File: src/rtl/shmul_pkg.sv
package shmul_pkg;

   typedef enum logic [2:0] {
      ST_IDLE  = 3'd0,
      ST_INIT  = 3'd1,
      ST_TEST  = 3'd2,
      ST_ADD   = 3'd3,
      ST_SHIFT = 3'd4
   } shmul_state_e;

endpackage

File: src/rtl/shmul_csa_adder.sv
// Sectioned carry-select adder: the first section ripples from cin,
// every later section computes both carry cases and selects.
module shmul_csa_adder #(
   parameter int W   = 8,
   parameter int SEC = 4
) (
   input  logic [W-1:0] a,
   input  logic [W-1:0] b,
   input  logic         cin,
   output logic [W-1:0] sum,
   output logic         cout
);
   localparam int NSEC = W / SEC;

   generate
      if (W < 1 || SEC < 1 || (W % SEC) != 0) begin : g_bad_params
         $error("shmul_csa_adder: W must be a positive multiple of SEC");
      end
   endgenerate

   logic [NSEC:0] carry;
   assign carry[0] = cin;

   genvar gi;
   generate
      for (gi = 0; gi < NSEC; gi++) begin : g_sec
         logic [SEC-1:0] a_s, b_s;
         assign a_s = a[gi*SEC +: SEC];
         assign b_s = b[gi*SEC +: SEC];
         if (gi == 0) begin : g_ripple
            logic [SEC:0] s;
            assign s = {1'b0, a_s} + {1'b0, b_s} + {{SEC{1'b0}}, carry[0]};
            assign sum[gi*SEC +: SEC] = s[SEC-1:0];
            assign carry[gi+1]        = s[SEC];
         end else begin : g_select
            logic [SEC:0] s0, s1;
            assign s0 = {1'b0, a_s} + {1'b0, b_s};
            assign s1 = {1'b0, a_s} + {1'b0, b_s} + {{SEC{1'b0}}, 1'b1};
            assign sum[gi*SEC +: SEC] = carry[gi] ? s1[SEC-1:0] : s0[SEC-1:0];
            assign carry[gi+1]        = carry[gi] ? s1[SEC] : s0[SEC];
         end
      end
   endgenerate

   assign cout = carry[NSEC];

endmodule

File: src/rtl/shmul_datapath.sv
module shmul_datapath #(
   parameter int W   = 8,
   parameter int SEC = 4
) (
   input  logic           clk,
   input  logic           rst_n,
   input  logic           load_en,
   input  logic           add_en,
   input  logic           shift_en,
   input  logic [W-1:0]   op_a,
   input  logic [W-1:0]   op_b,
   output logic           lsb,
   output logic [2*W-1:0] product
);
   localparam int RW = 2 * W + 1;

   logic [W-1:0]  mcand;
   logic [RW-1:0] acc;
   logic [W-1:0]  upper_sum;
   logic          upper_cout;

   shmul_csa_adder #(.W(W), .SEC(SEC)) u_adder (
      .a    (acc[2*W-1:W]),
      .b    (mcand),
      .cin  (1'b0),
      .sum  (upper_sum),
      .cout (upper_cout)
   );

   always_ff @(posedge clk or negedge rst_n) begin
      if (!rst_n) begin
         mcand <= '0;
         acc   <= '0;
      end else if (load_en) begin
         mcand <= op_a;
         acc   <= {{(W+1){1'b0}}, op_b};
      end else if (add_en) begin
         acc[RW-1:W] <= {upper_cout, upper_sum};
      end else if (shift_en) begin
         acc <= {1'b0, acc[RW-1:1]};
      end
   end

   assign lsb     = acc[0];
   assign product = acc[2*W-1:0];

   p_load_clears_upper_r2: assert property (@(posedge clk) disable iff (!rst_n)
      load_en |=> (acc[RW-1:W] == '0));

   p_add_keeps_carry_r7: assert property (@(posedge clk) disable iff (!rst_n)
      add_en |=> (acc[RW-1:W] == ({1'b0, $past(acc[2*W-1:W])} + {1'b0, $past(mcand)})));

   p_shift_empties_top_r7: assert property (@(posedge clk) disable iff (!rst_n)
      shift_en |=> (acc[RW-1] == 1'b0));

endmodule

File: src/rtl/shmul_ctrl.sv
module shmul_ctrl
   import shmul_pkg::*;
#(
   parameter int W = 8
) (
   input  logic clk,
   input  logic rst_n,
   input  logic start,
   input  logic lsb,
   output logic load_en,
   output logic add_en,
   output logic shift_en,
   output logic done
);
   localparam int STEP_W = (W > 1) ? $clog2(W) : 1;
   localparam logic [STEP_W-1:0] LAST_STEP = STEP_W'(W - 1);

   shmul_state_e      state;
   logic [STEP_W-1:0] step;

   assign load_en  = (state == ST_IDLE) && start;
   assign add_en   = (state == ST_ADD);
   assign shift_en = (state == ST_SHIFT);

   always_ff @(posedge clk or negedge rst_n) begin
      if (!rst_n) begin
         state <= ST_IDLE;
         step  <= '0;
         done  <= 1'b0;
      end else begin
         case (state)
            ST_IDLE: begin
               if (start) begin
                  state <= ST_INIT;
                  done  <= 1'b0;
               end
            end
            ST_INIT: begin
               step  <= '0;
               state <= ST_TEST;
            end
            ST_TEST: state <= lsb ? ST_ADD : ST_SHIFT;
            ST_ADD:  state <= ST_SHIFT;
            ST_SHIFT: begin
               step <= step + 1'b1;
               if (step == LAST_STEP) begin
                  state <= ST_IDLE;
                  done  <= 1'b1;
               end else begin
                  state <= ST_TEST;
               end
            end
            default: state <= ST_IDLE;
         endcase
      end
   end

   p_done_only_idle_r5: assert property (@(posedge clk) disable iff (!rst_n)
      done |-> (state == ST_IDLE));

   p_start_clears_done_r2: assert property (@(posedge clk) disable iff (!rst_n)
      (state == ST_IDLE && start) |=> (!done && state == ST_INIT));

   p_busy_start_ignored_r6: assert property (@(posedge clk) disable iff (!rst_n)
      (state != ST_IDLE && state != ST_SHIFT && start) |=> (state != ST_INIT && state != ST_IDLE));

   p_one_command_r7: assert property (@(posedge clk) disable iff (!rst_n)
      $onehot0({load_en, add_en, shift_en}));

endmodule

File: src/rtl/shmul_top.sv
module shmul_top #(
   parameter int W   = 8,
   parameter int SEC = 4
) (
   input  logic           clk,
   input  logic           rst_n,
   input  logic           start,
   input  logic [W-1:0]   op_a,
   input  logic [W-1:0]   op_b,
   output logic [2*W-1:0] product,
   output logic           done
);
   generate
      if (W < 2) begin : g_bad_width
         $error("shmul_top: W must be at least 2");
      end
   endgenerate

   logic load_en, add_en, shift_en, lsb;

   shmul_ctrl #(.W(W)) u_ctrl (
      .clk      (clk),
      .rst_n    (rst_n),
      .start    (start),
      .lsb      (lsb),
      .load_en  (load_en),
      .add_en   (add_en),
      .shift_en (shift_en),
      .done     (done)
   );

   shmul_datapath #(.W(W), .SEC(SEC)) u_dp (
      .clk      (clk),
      .rst_n    (rst_n),
      .load_en  (load_en),
      .add_en   (add_en),
      .shift_en (shift_en),
      .op_a     (op_a),
      .op_b     (op_b),
      .lsb      (lsb),
      .product  (product)
   );

   p_hold_result_r5: assert property (@(posedge clk) disable iff (!rst_n)
      (done && !start) |=> (done && $stable(product)));

   p_restart_from_done_r9: assert property (@(posedge clk) disable iff (!rst_n)
      (done && start) |=> !done);

endmodule

File: config.mk
export PLATFORM = sky130hd
export DESIGN_NAME = shmul_top
export DESIGN_NICKNAME = d
export VERILOG_FILES = /design/src/rtl/shmul_pkg.sv /design/src/rtl/shmul_csa_adder.sv /design/src/rtl/shmul_datapath.sv /design/src/rtl/shmul_ctrl.sv /design/src/rtl/shmul_top.sv
export SDC_FILE = /design/constraint.sdc
export NUM_CORES = 1
export LEC_CHECK = 0
export BUFFER_PORTS_ARGS = -buffer_cell sky130_fd_sc_hd__buf_2
export CORE_MARGIN = 2
export CORE_UTILIZATION = 47
export DETAILED_ROUTE_END_ITERATION = 6
export GPL_ROUTABILITY_DRIVEN = 0
export PLACE_DENSITY = 0.69
export SKIP_LAST_GASP = 1
export SYNTH_ARGS = -nofsm -noshare
export SYNTH_HDL_FRONTEND = slang
export SYNTH_SLANG_ARGS = --single-unit
File: constraint.sdc
create_clock -name clk -period 2.7 [get_ports clk]
set_clock_uncertainty 0.15 [all_clocks]
set_input_delay 0.135 -clock clk [delete_from_list [all_inputs] [get_ports clk]]
set_output_delay 0.135 -clock clk [all_outputs]
set_load 0.01 [all_outputs]
Word level (Yosys, flattened, before mapping) --
Index checks and enable logic that the tools add are counted.
Cells by class: add/subtract/negate cells 4, multipliers 0, divide/modulo/power cells 0, order comparisons 0, equal/unequal tests 8, shifts and indexed selects 0, muxes and demuxes 14, bitwise gates (word level) 0, reductions and logical operators 8
Operator list (number):
- $mux W17 | 2
- $pmux W3 S5 | 1
- $add A4 B4 Y5 | 2
- $mux W9 | 1
- $mux W8 | 1
- $eq A3 B2 Y1 const B | 2
- $eq A3 B3 Y1 const B | 2
- $mux W3 | 2
- $pmux W3 S2 | 1
- $reduce_bool A2 Y1 | 3
- $add A5 B1 Y5 const B | 1
- $mux W4 | 1
- $ne A2 B2 Y1 const B | 2
- $add A3 B1 Y3 const B | 1
- $eq A3 B1 Y1 const B | 1
- $logic_not A3 Y1 | 1
- $mux W1 | 3
- $reduce_and A3 Y1 | 1
- $reduce_bool A3 Y1 | 1
- $mux W2 | 1
- $ne A2 B1 Y1 const B | 1
- $pmux W1 S2 | 1
- $reduce_and A2 Y1 | 1
- $logic_and A1 B1 Y1 | 1
Storage, ports and cells: register bits after elaboration 32, latch bits 0, RAM bits 0, memory bits (read-only) 0, input bits 19, output and inout bits 17, word-level logic and storage cells 40, memories 0

Logic depth before layout (Yosys ltp) --
Gate-level depths: netlist (run 1).
depth in word-level cells 5, mapped depth 8, gate-level depth less buffers 8

Cells and area by module --
A second synthesis (run 1) with hierarchy kept.
Second synthesis, totals: cells, all modules 197, area, all modules 2159.6 um^2
By module, submodules not included:
- shmul_datapath | times used 1, cells each 112, area each 1338.8 um^2, seq. area each 625.6 um^2
- shmul_ctrl | times used 1, cells each 38, area each 439.2 um^2, seq. area each 175.2 um^2
- shmul_csa_adder | times used 1, cells each 47, area each 381.6 um^2, seq. area each 0.0 um^2

Least setup slack after synthesis (run 1) --
OpenSTA, ideal clock, no wires.
path type reg2reg, start register u_dp.acc[12], end register u_dp.acc[16], arrival 1770 ps, data required time 2455 ps, path slack 685 ps, cell stages (with the launch flop) 9, period minus slack after synthesis 2015 ps, path through dfrtp_1 > ha_1 > inv_1 > fa_1 > inv_1 > ha_1 > and3_1 > and3_1 > o31ai_1
On the way: word-level cells in the longest chain between the ends 5
Ends and longest elaborated chain:
- from (decl) | line shmul_datapath.sv:18 | logic [RW-1:0] acc;
- from (signal assigned) | line shmul_datapath.sv:36 | acc <= {{(W+1){1'b0}}, op_b};
- from (signal, indexed assignment) | line shmul_datapath.sv:38 | acc[RW-1:W] <= {upper_cout, upper_sum};
- from (signal assigned) | line shmul_datapath.sv:40 | acc <= {1'b0, acc[RW-1:1]};
- $add A4 B4 Y5 (*) | line shmul_csa_adder.sv:37, shmul_csa_adder.sv:38
- $add A5 B1 Y5 | line shmul_csa_adder.sv:38 | assign s1 = {1'b0, a_s} + {1'b0, b_s} + {{SEC{1'b0}}, 1'b1};
- $mux W1 (*) | line shmul_csa_adder.sv:40 | assign carry[gi+1] = carry[gi] ? s1[SEC] : s0[SEC];
- $mux W9 (*) | line shmul_datapath.sv:37 | end else if (add_en) begin
- $mux W17 (*) | line shmul_datapath.sv:34 | end else if (load_en) begin
Mark *: on every way between the ends. The rest lies on a longest branch, timed or not. A chain may end at the register's enable or synchronous reset.

Final worst setup path (run 1) --
Same ends and word-level chain as after synthesis.

==> results.cfg, run 1 <==
[logic_synthesis]
synthesis.nets = 213
synth_commonest_cells = 32 x dfrtp_1, 17 x buf_4, 14 x a21oi_1, 14 x nand2_1, 11 x ha_1
synth-edff-count = 0
synth_area_leaders = dfrtp_1 42%, ha_1 7.2%, buf_4 6.7%, mux2i_1 5.3%, mux2_2 4.1%
seq_area_frac_synth_pct = 42.0
synth_top_area_cell = dfrtp_1
yosysWarnings = 0
netlist_area_um2 = 1900
synthArstFlopShare_pct = 100
syn_area_per_cell_um2 = 10.5
synth_ff_type = dfrtp_1
synth.distinct_cells = 38
synth_top_area_share_pct = 42.0
synth-seq-cells = 32
syn_inst = 181
synth_most_common_cell = dfrtp_1

[setup_path]
max_stage_delay_ps = 490
cp-end-kind = register
cp_data_arrival_time_ps = 2170
setup.worst_path.class = register to register
cp_max_fo = 4
worstPathCellList = ha_1, inv_1, fa_1, inv_1, ha_1, and3_1, and3_1, o31ai_1
cp_num_buf_inv = 2
start_kind = register
cp.required_ps = 2750
cp_slowest_cell = fa_1
cpLargestDelayFamily = adder cells

[grt]
grt_pass1_wl_mm = 5.82
track_usage_pct = 17.4
antenna_found_initial = 0
grt_max_degree = 33
gr-total-overflow = 0
grt_pass1_vias = 1315

[placement]
place_inst = 245
hpwl_mm = 2.42
dp_slack_ps = 548
port_buffers = 35

[drt]
viasPerCell = 5.16
drtPass1Iterations = 4
avgRoutedWirePerCell_um = 12.9
drtIter0Drc = 49
drc = 0
antenna_left = 0
wl_mm = 3.47
vias = 1383

[cts]
cts.sinks = 32
clk_latency_ps = 290
clockBufferDepth = 2
postCtsSetupRepairBufs = 0
cts_inserted_buffers = 5
clockRootBuffer = clkbuf_8
clkTransAtPathRegs_ps = 70
tritoncts = done
postCtsHoldBufs = 15
ctsResizeCount = 0
cts-htree-levels = 2

[power]
pwr-share-seq_pct = 35.7
sw_frac_of_total_pct = 41.0
p_per_area_nw_per_um2 = 1100
p_sw_mw = 0.999
p_leak_nw = 1.09
power_mw = 2.44
p_int_mw = 1.44
combPwrFrac_pct = 48.5
ir_drop_mv = 0.488
p_clk_share_pct = 15.8

[die]
core_area_um2 = 3940
pin_count = 36
die_h_um = 67.7
start_util_pct = 48.3
die_w_um = 67.7
rows = 23
die_area_um2 = 4580

[sta]
finalSetupViolCount = 0
tightest_slew_ps = 706
relSlewSlack_pct = 53.0
finalHoldViolCount = 1
max_freq_ghz = 0.471
worst_slack_ps = 577
fin_hold_ws_ps = -2.51
period_minus_slack_ps = 2120
slew_violations = 0
rsz0062_at_grt = false
fin_crit_sh_pct = 78.6
finalSetupTns_ps = 0

[job]
drv_cap = 0

[finish]
area_growth_pct = 16.6
instances_no_fill = 268
layout.nets = 249
drive_above_1_share_pct = 26.1
nFillCells = 340
antenna_cells = 0

[hold_path]
hp-class = primary input to register

[status]
outcome = finished with violations
violations = negative hold slack
==> power groups by stage <==
stage | registers [mW] | clock network, mW | logic, mW
2_1_floorplan | 0.798 | 0 | 1.11
3_3_place_gp | 0.876 | 0 | 1.15
3_5_place_dp | 0.883 | 0 | 1.17
4_1_cts | 0.873 | 0.394 | 1.20
5_1_grt | 0.903 | 0.410 | 1.35
6_report | 0.870 | 0.386 | 1.18
==> state kept, by name, summed over array words and instances, names as in the netlist <==
name,flops
u_dp.acc,17
u_dp.mcand,8
u_ctrl.state,3
u_ctrl.step,3
u_ctrl.done,1
==> placed cells by master (no fill, tap or decap), types with 7 or more instances in the layout <==
| master | Yosys | layout |
|---|---|---|
| buf_2 | 2 | 35 |
| dfrtp_1 | 32 | 32 |
| dlygate4sd3_1 | 0 | 15 |
| a21oi_1 | 14 | 14 |
| nand2_1 | 14 | 14 |
| ha_1 | 11 | 11 |
| mux2i_1 | 10 | 10 |
| nor2_1 | 8 | 8 |
| o21ai_1 | 8 | 8 |
| o21ai_0 | 7 | 7 |
| mux2_2 | 7 | 7 |
==> metal layers <==
layer / wire, um / up-vias / track usage (%)
met5: 0 / - / 0
met4: 72 / 0 / 8.42
met3: 150 / 7 / 4.50
met2: 1660 / 33 / 27.9
met1: 1590 / 656 / 21.6
li1: - / 687 / -
==> final cells by class <==
class,instances,area [um^2],share of cell area (%)
sequential,32,801,36.1
timing repair buffer,51,333,15.0
inverter,5,18.8,0.846
multi-input combinational,122,912,41.1
clock inverter,2,10.0,0.451
tap,50,62.6,2.82
clock buffer,6,82.6,3.72
==> worst min-delay path, cell delays in order <==
cell     delay (ps)
buf_2            80
mux2i_1          50
o21ai_1         120
==> metrics by stage <==
stage | utilization (%) | area [um^2] | hold WS [ps]
after floorplan | - | 1900 | -311
after global placement | 50.1 | 1980 | 74.1
after detailed placement | 50.1 | 1980 | 75.9
after CTS | 56.3 | 2220 | 2.25
after global routing | 56.3 | 2220 | 18.7
final | 56.3 | 2220 | -2.51
==> path summary, 6_finish.rpt <==
path                       slack, ps         start               to  depth (start not counted)
setup / recovery                 580  u_dp.acc[12]     u_dp.acc[16]                          8
hold / removal                    -3       op_b[2]      u_dp.acc[2]                          3
setup reg to reg                 580  u_dp.acc[12]     u_dp.acc[16]                          8
hold reg to reg                  350   u_dp.acc[5]      u_dp.acc[5]                          2
max in group asynchronous       1660         rst_n  u_ctrl.state[0]                          2
min in group asynchronous        290         rst_n  u_ctrl.state[2]                          2
==> cells by family after synthesis <==
family	Yosys count	share of synthesized area, %
muxes	17	9.40
DFF	32	42.1
buffers and inverters	27	10.1
AOI/OAI and AO/OA	45	14.5
xor gates and xnor gates	6	2.76
and+or+nand+nor	41	11.9
adders and majority gates	13	9.33
Note: power is estimated with default switching activity, not from simulation.
==> run 2, diff against run 1 <==
--- a/config.mk
+++ b/config.mk
@@ -10,7 +10,7 @@
 export CORE_UTILIZATION = 47
 export DETAILED_ROUTE_END_ITERATION = 6
 export GPL_ROUTABILITY_DRIVEN = 0
-export PLACE_DENSITY = 0.69
+export PLACE_DENSITY = 0.72
 export SKIP_LAST_GASP = 1
 export SYNTH_ARGS = -nofsm -noshare
 export SYNTH_HDL_FRONTEND = slang
==> constraint.sdc (replaced) <==
create_clock -name clk -period 1.8 [get_ports clk]
set_clock_uncertainty 0.15 [all_clocks]
set_input_delay 0.09 -clock clk [delete_from_list [all_inputs] [get_ports clk]]
set_output_delay 0.09 -clock clk [all_outputs]
set_load 0.01 [all_outputs]
==> run 2 against run 1 <==
Net effect:
- the flow finishes with violations (negative setup slack)
- core utilization up 6.7 points
- routed wire length up 14%
- final area up 12%
- first-iteration DRC count up 49%
- register-to-register slack worse by 810 ps
- critical path type unchanged
==> results.cfg, run 2 (synthesis gave the netlist of run 1 again) <==
[finish]
area_growth_pct = 30.5
layout_common_cells = 35 x buf_2, 32 x dfrtp_1, 18 x dlygate4sd3_1, 18 x buf_4, 13 x nand2_1
final_cell_area_um2 = 2480
top_register = u_dp.acc
mostFrequentLayoutCell = buf_2
nFillCells = 317
postLayoutCoreUtil_pct = 63.0
reg_top3 = u_dp.acc (17), u_dp.mcand (8)
layout.nets = 270
largest_register_ffs = 17
instances_no_fill = 289
antenna_cells = 0
drive_above_1_share_pct = 37.2

[status]
outcome = finished with violations
violations = negative setup slack

[setup_path]
cp.required_ps = 1840
cp_max_fo = 3
cp_num_buf_inv = 2
cp-end-kind = register
cpLargestDelayFamily = adder cells
r2r_setup_slack_ps = -230
reg2reg_depth = 8
worstPathCellList = ha_2, inv_2, fa_1, inv_2, ha_4, and3_4, and3_1, o31ai_1
r2r_start = u_dp.acc[12]
cpMostUsedCell = inv_2
setup.worst_path.class = register to register
worstReg2RegEnd = u_dp.acc[16]
cp_data_arrival_time_ps = 2070
start_kind = register
cp_slowest_cell = fa_1
max_stage_delay_ps = 510

[placement]
hpwl_mm = 2.73
port_buffers = 35
place_inst = 258
dpl_cell_area_um2 = 2100
dp_slack_ps = -260

[die]
core_area_um2 = 3940
rows = 23
die_h_um = 67.7
start_util_pct = 48.3
die_area_um2 = 4580
pin_count = 36
die_w_um = 67.7

[sta]
max_freq_ghz = 0.492
rsz0062_at_grt = true
period_minus_slack_ps = 2030
fin_hold_ws_ps = 241
fin_crit_sh_pct = 113
tightest_slew_ps = 714
slew_violations = 0
relSlewSlack_pct = 52.4
worst_slack_ps = -231
finalSetupViolCount = 5
finalHoldViolCount = 0
finalSetupTns_ps = -593

[cts]
clkTransAtPathRegs_ps = 60
tritoncts = done
clockBufferDepth = 2
clockRootBuffer = clkbuf_8
cts_inserted_buffers = 5
cts.sinks = 32
clk_latency_ps = 290
cts-htree-levels = 2

[grt]
antenna_found_initial = 0
grt_max_degree = 33
grt_pass1_wl_mm = 6.06
grt_pass1_vias = 1335
gr-total-overflow = 0
track_usage_pct = 18.4

[power]
sw_frac_of_total_pct = 38.8
power_mw = 4.36
p_clk_share_pct = 17.2
p_sw_mw = 1.69
ir_drop_mv = 0.993
pwr-share-seq_pct = 28.4
p_per_area_nw_per_um2 = 1750
p_int_mw = 2.67
p_leak_nw = 1.21
combPwrFrac_pct = 54.4

[drt]
avgRoutedWirePerCell_um = 13.7
drc = 0
drtIter0Drc = 73
wl_mm = 3.96
drtPass1Iterations = 4
antenna_left = 0
viasPerCell = 5.21
vias = 1506

[job]
drv_cap = 0

[hold_path]
hp-class = primary input to asynchronous set/reset pin
## run 2: cell types whose count changed in the layout (fill, tap and decap cells not counted), sizes merged
cell,delta
buf,+18
dlygate4sd3,+3
clkinv,-2
bufinv,+1
clkbuf,+1
## run 2: cell type report
class                           count  area [um^2]  area share [%]
Multi-Input combinational cell    122          975            39.2
Sequential cell                    32          801            32.2
Timing Repair Buffer               72          502            20.2
Clock inverter                      1         30.0            1.21
Clock buffer                        7         96.3            3.88
Inverter                            5         18.8           0.755
Tap cell                           50         62.6            2.52
## run 2: power by group through the flow
stage          clock network [mW]  logic (mW)  registers [mW]
6_report                    0.749        2.37            1.24
5_1_grt                     0.801        2.61            1.27
4_1_cts                     0.771        2.21            1.24
3_5_place_dp                    0        2.12            1.25
3_3_place_gp                    0        2.06            1.23
2_1_floorplan                   0        1.76            1.20
## run 2: timing repair
item,4_1_cts,5_1_grt
setup endpoints to repair,5,8
endpoints found under the hold margin,49,0
pin swaps,1,4
hold buffers,18,0
setup buffers,1,4
resized for setup,2,7
## run 2: routing by layer
layer	up-vias	share of wire, %	GRT usage (%)
li1	736	-	-
met1	706	43	22.8
met2	55	48	29.9
met3	9	6.8	5.17
met4	0	1.8	7.65
met5	-	0	0
## run 2: how the worst max path moves through the flow
stage / startpoint / endpoint / cells after the start
finish: u_dp.acc[12] / u_dp.acc[16] / 8
global route: u_dp.acc[12] / u_dp.acc[16] / 8
CTS: u_dp.acc[12] / u_dp.acc[16] / 8
detailed placement: u_dp.acc[12] / u_dp.acc[16] / 8
global placement: u_dp.acc[12] / u_dp.acc[16] / 8
floorplan: u_dp.acc[12] / u_dp.acc[16] / 8
==> run 3, diff against run 2 <==
--- a/config.mk
+++ b/config.mk
@@ -11,6 +11,7 @@
 export DETAILED_ROUTE_END_ITERATION = 6
 export GPL_ROUTABILITY_DRIVEN = 0
 export PLACE_DENSITY = 0.72
+export SETUP_SLACK_MARGIN = 0.5
 export SKIP_LAST_GASP = 1
 export SYNTH_ARGS = -nofsm -noshare
 export SYNTH_HDL_FRONTEND = slang
==> run 3 against run 2 <==
Net effect:
- die area stayed put
- global-route usage is 2.4 points higher
- worst setup slack improved by 5.5 ps
- sequential power about the same
- sequential share of layout area fell by 2.9 points
- first-iteration DRC count decreased by 56%
- via count grew 2.5%
- register-to-register slack barely moved
- routed wire length increased by 11%
- clock power shrank 22%
- the run still ends with negative setup slack left
- hold slack worse by 210 ps
- highest routed layer unchanged
- final area increased by 10%
==> results.cfg, run 3 (synthesis gave the netlist of run 1 again) <==
[sta]
relSlewSlack_pct = 78.3
rsz0062_at_grt = true
finalHoldViolCount = 0
finalSetupViolCount = 4
fin_crit_sh_pct = 113
max_freq_ghz = 0.494
finalSetupTns_ps = -485
tightest_slew_ps = 326
slew_violations = 0
worst_slack_ps = -226
period_minus_slack_ps = 2030

[die]
start_util_pct = 48.3
core_area_um2 = 3940
die_w_um = 67.7
rows = 23
die_area_um2 = 4580
die_h_um = 67.7
pin_count = 36

[placement]
hpwl_mm = 2.86
port_buffers = 35

[power]
p_per_area_nw_per_um2 = 1760
ir_drop_mv = 0.891
p_leak_nw = 1.32
power_mw = 4.82

[finish]
mostFrequentLayoutCell = buf_2
nFillCells = 292
reg_top3 = u_dp.acc (17), u_dp.mcand (8)
layout_common_cells = 36 x buf_2, 30 x dfrtp_1, 24 x buf_4
register_area_um2 = 803
top_register = u_dp.acc
drive_above_1_share_pct = 48.2
area_growth_pct = 43.7
multi_input_area_um2 = 1110
largest_register_ffs = 17
postLayoutCoreUtil_pct = 69.4
layout.nets = 284
antenna_cells = 0

[drt]
wl_mm = 4.41
vias = 1544
viasPerCell = 5.10
drc = 0
drtIter0Drc = 32
antenna_left = 0
drtPass1Iterations = 4
avgRoutedWirePerCell_um = 14.5

[grt]
grt_pass1_wl_mm = 6.91
grt_pass1_vias = 1540
grt_max_degree = 20
track_usage_pct = 20.7
antenna_found_initial = 0
gr-total-overflow = 0

[status]
violations = negative setup slack
outcome = finished with violations

[setup_path]
cp_max_fo = 3
cp-end-kind = register
start_kind = register
cp.required_ps = 1850
setup.worst_path.class = register to register
cp_data_arrival_time_ps = 2080

[cts]
cts.sinks = 32
clkTransAtPathRegs_ps = 70
tritoncts = done
clk_latency_ps = 300
clockBufferDepth = 2
clockRootBuffer = clkbuf_8
cts-htree-levels = 2
cts_inserted_buffers = 5

[hold_path]
hp-class = primary input to register

[job]
drv_cap = 0
## run 3: cell types whose count changed in the layout (fill, tap and decap cells not counted), sizes merged
cell,change
buf,+15
bufinv,-1
dlygate4sd3,-1
clkbuf,-1
clkinv,+2
## run 3: path summary, 6_finish.rpt
path | start | end | slack [ps] | cells after the start
setup / recovery | u_dp.mcand[4] | u_dp.acc[16] | -230 | 8
max in group asynchronous | rst_n | u_ctrl.state[0] | 850 | 3
min in group asynchronous | rst_n | u_dp.acc[16] | 80 | 2
setup reg to reg | u_dp.mcand[4] | u_dp.acc[16] | -230 | 8
hold / removal | start | u_ctrl.state[0] | 30 | 3
hold reg to reg | u_dp.acc[16] | u_dp.acc[16] | 330 | 2
## run 3: cell type report
| cell class | count | area share [%] |
|---|---|---|
| Multi-Input combinational cell | 122 | 40.4 |
| Sequential cell | 32 | 29.4 |
| Timing Repair Buffer | 86 | 23.9 |
| Clock buffer | 6 | 3.02 |
| Tap cell | 50 | 2.29 |
| Inverter | 5 | 0.686 |
| Clock inverter | 2 | 0.366 |
## run 3: timing repair
| action | CTS | global route |
|---|---|---|
| endpoints found under the hold margin | 48 | 0 |
| pin swaps | 11 | 7 |
| hold buffers | 17 | 0 |
| resized for setup | 11 | 18 |
| setup buffers | 9 | 5 |
| cloned | 0 | 1 |
| endpoints found under the setup margin | 27 | 30 |
## run 3: per-layer routing
metal / wire (um) / up-vias / global-route usage, %
met5: 0 / - / 0
met4: 79 / 0 / 9.18
met3: 143 / 8 / 3.50
met2: 2230 / 32 / 36.9
met1: 1960 / 741 / 24.2
li1: - / 763 / -
## run 3: per-stage QoR
step | setup slack, ps | std cells | hold WS, ps | area (um^2)
CTS | -228 | 297 | 33.2 | 2620
finish | -226 | 303 | 33.5 | 2740
global placement | -168 | 263 | -140 | 2220
floorplan | -186 | 181 | -356 | 2020
global route | -322 | 303 | 52.7 | 2740
detailed placement | -215 | 263 | -138 | 2220
## run 3: worst max-delay path: stages, from the launching register on
cell and delay (ps):
dfrtp_1 360, ha_2 190, inv_2 40, fa_1 510
inv_2 60, ha_4 150, and3_4 140, and3_1 160
o31ai_1 180
## run 3: power breakdown
group          total [mW]  switching (mW)  leakage (nW)  internal, mW
sequential           1.26           0.247         0.408          1.01
clock               0.585           0.280        0.0510         0.305
combinational        2.97            1.39         0.860          1.58
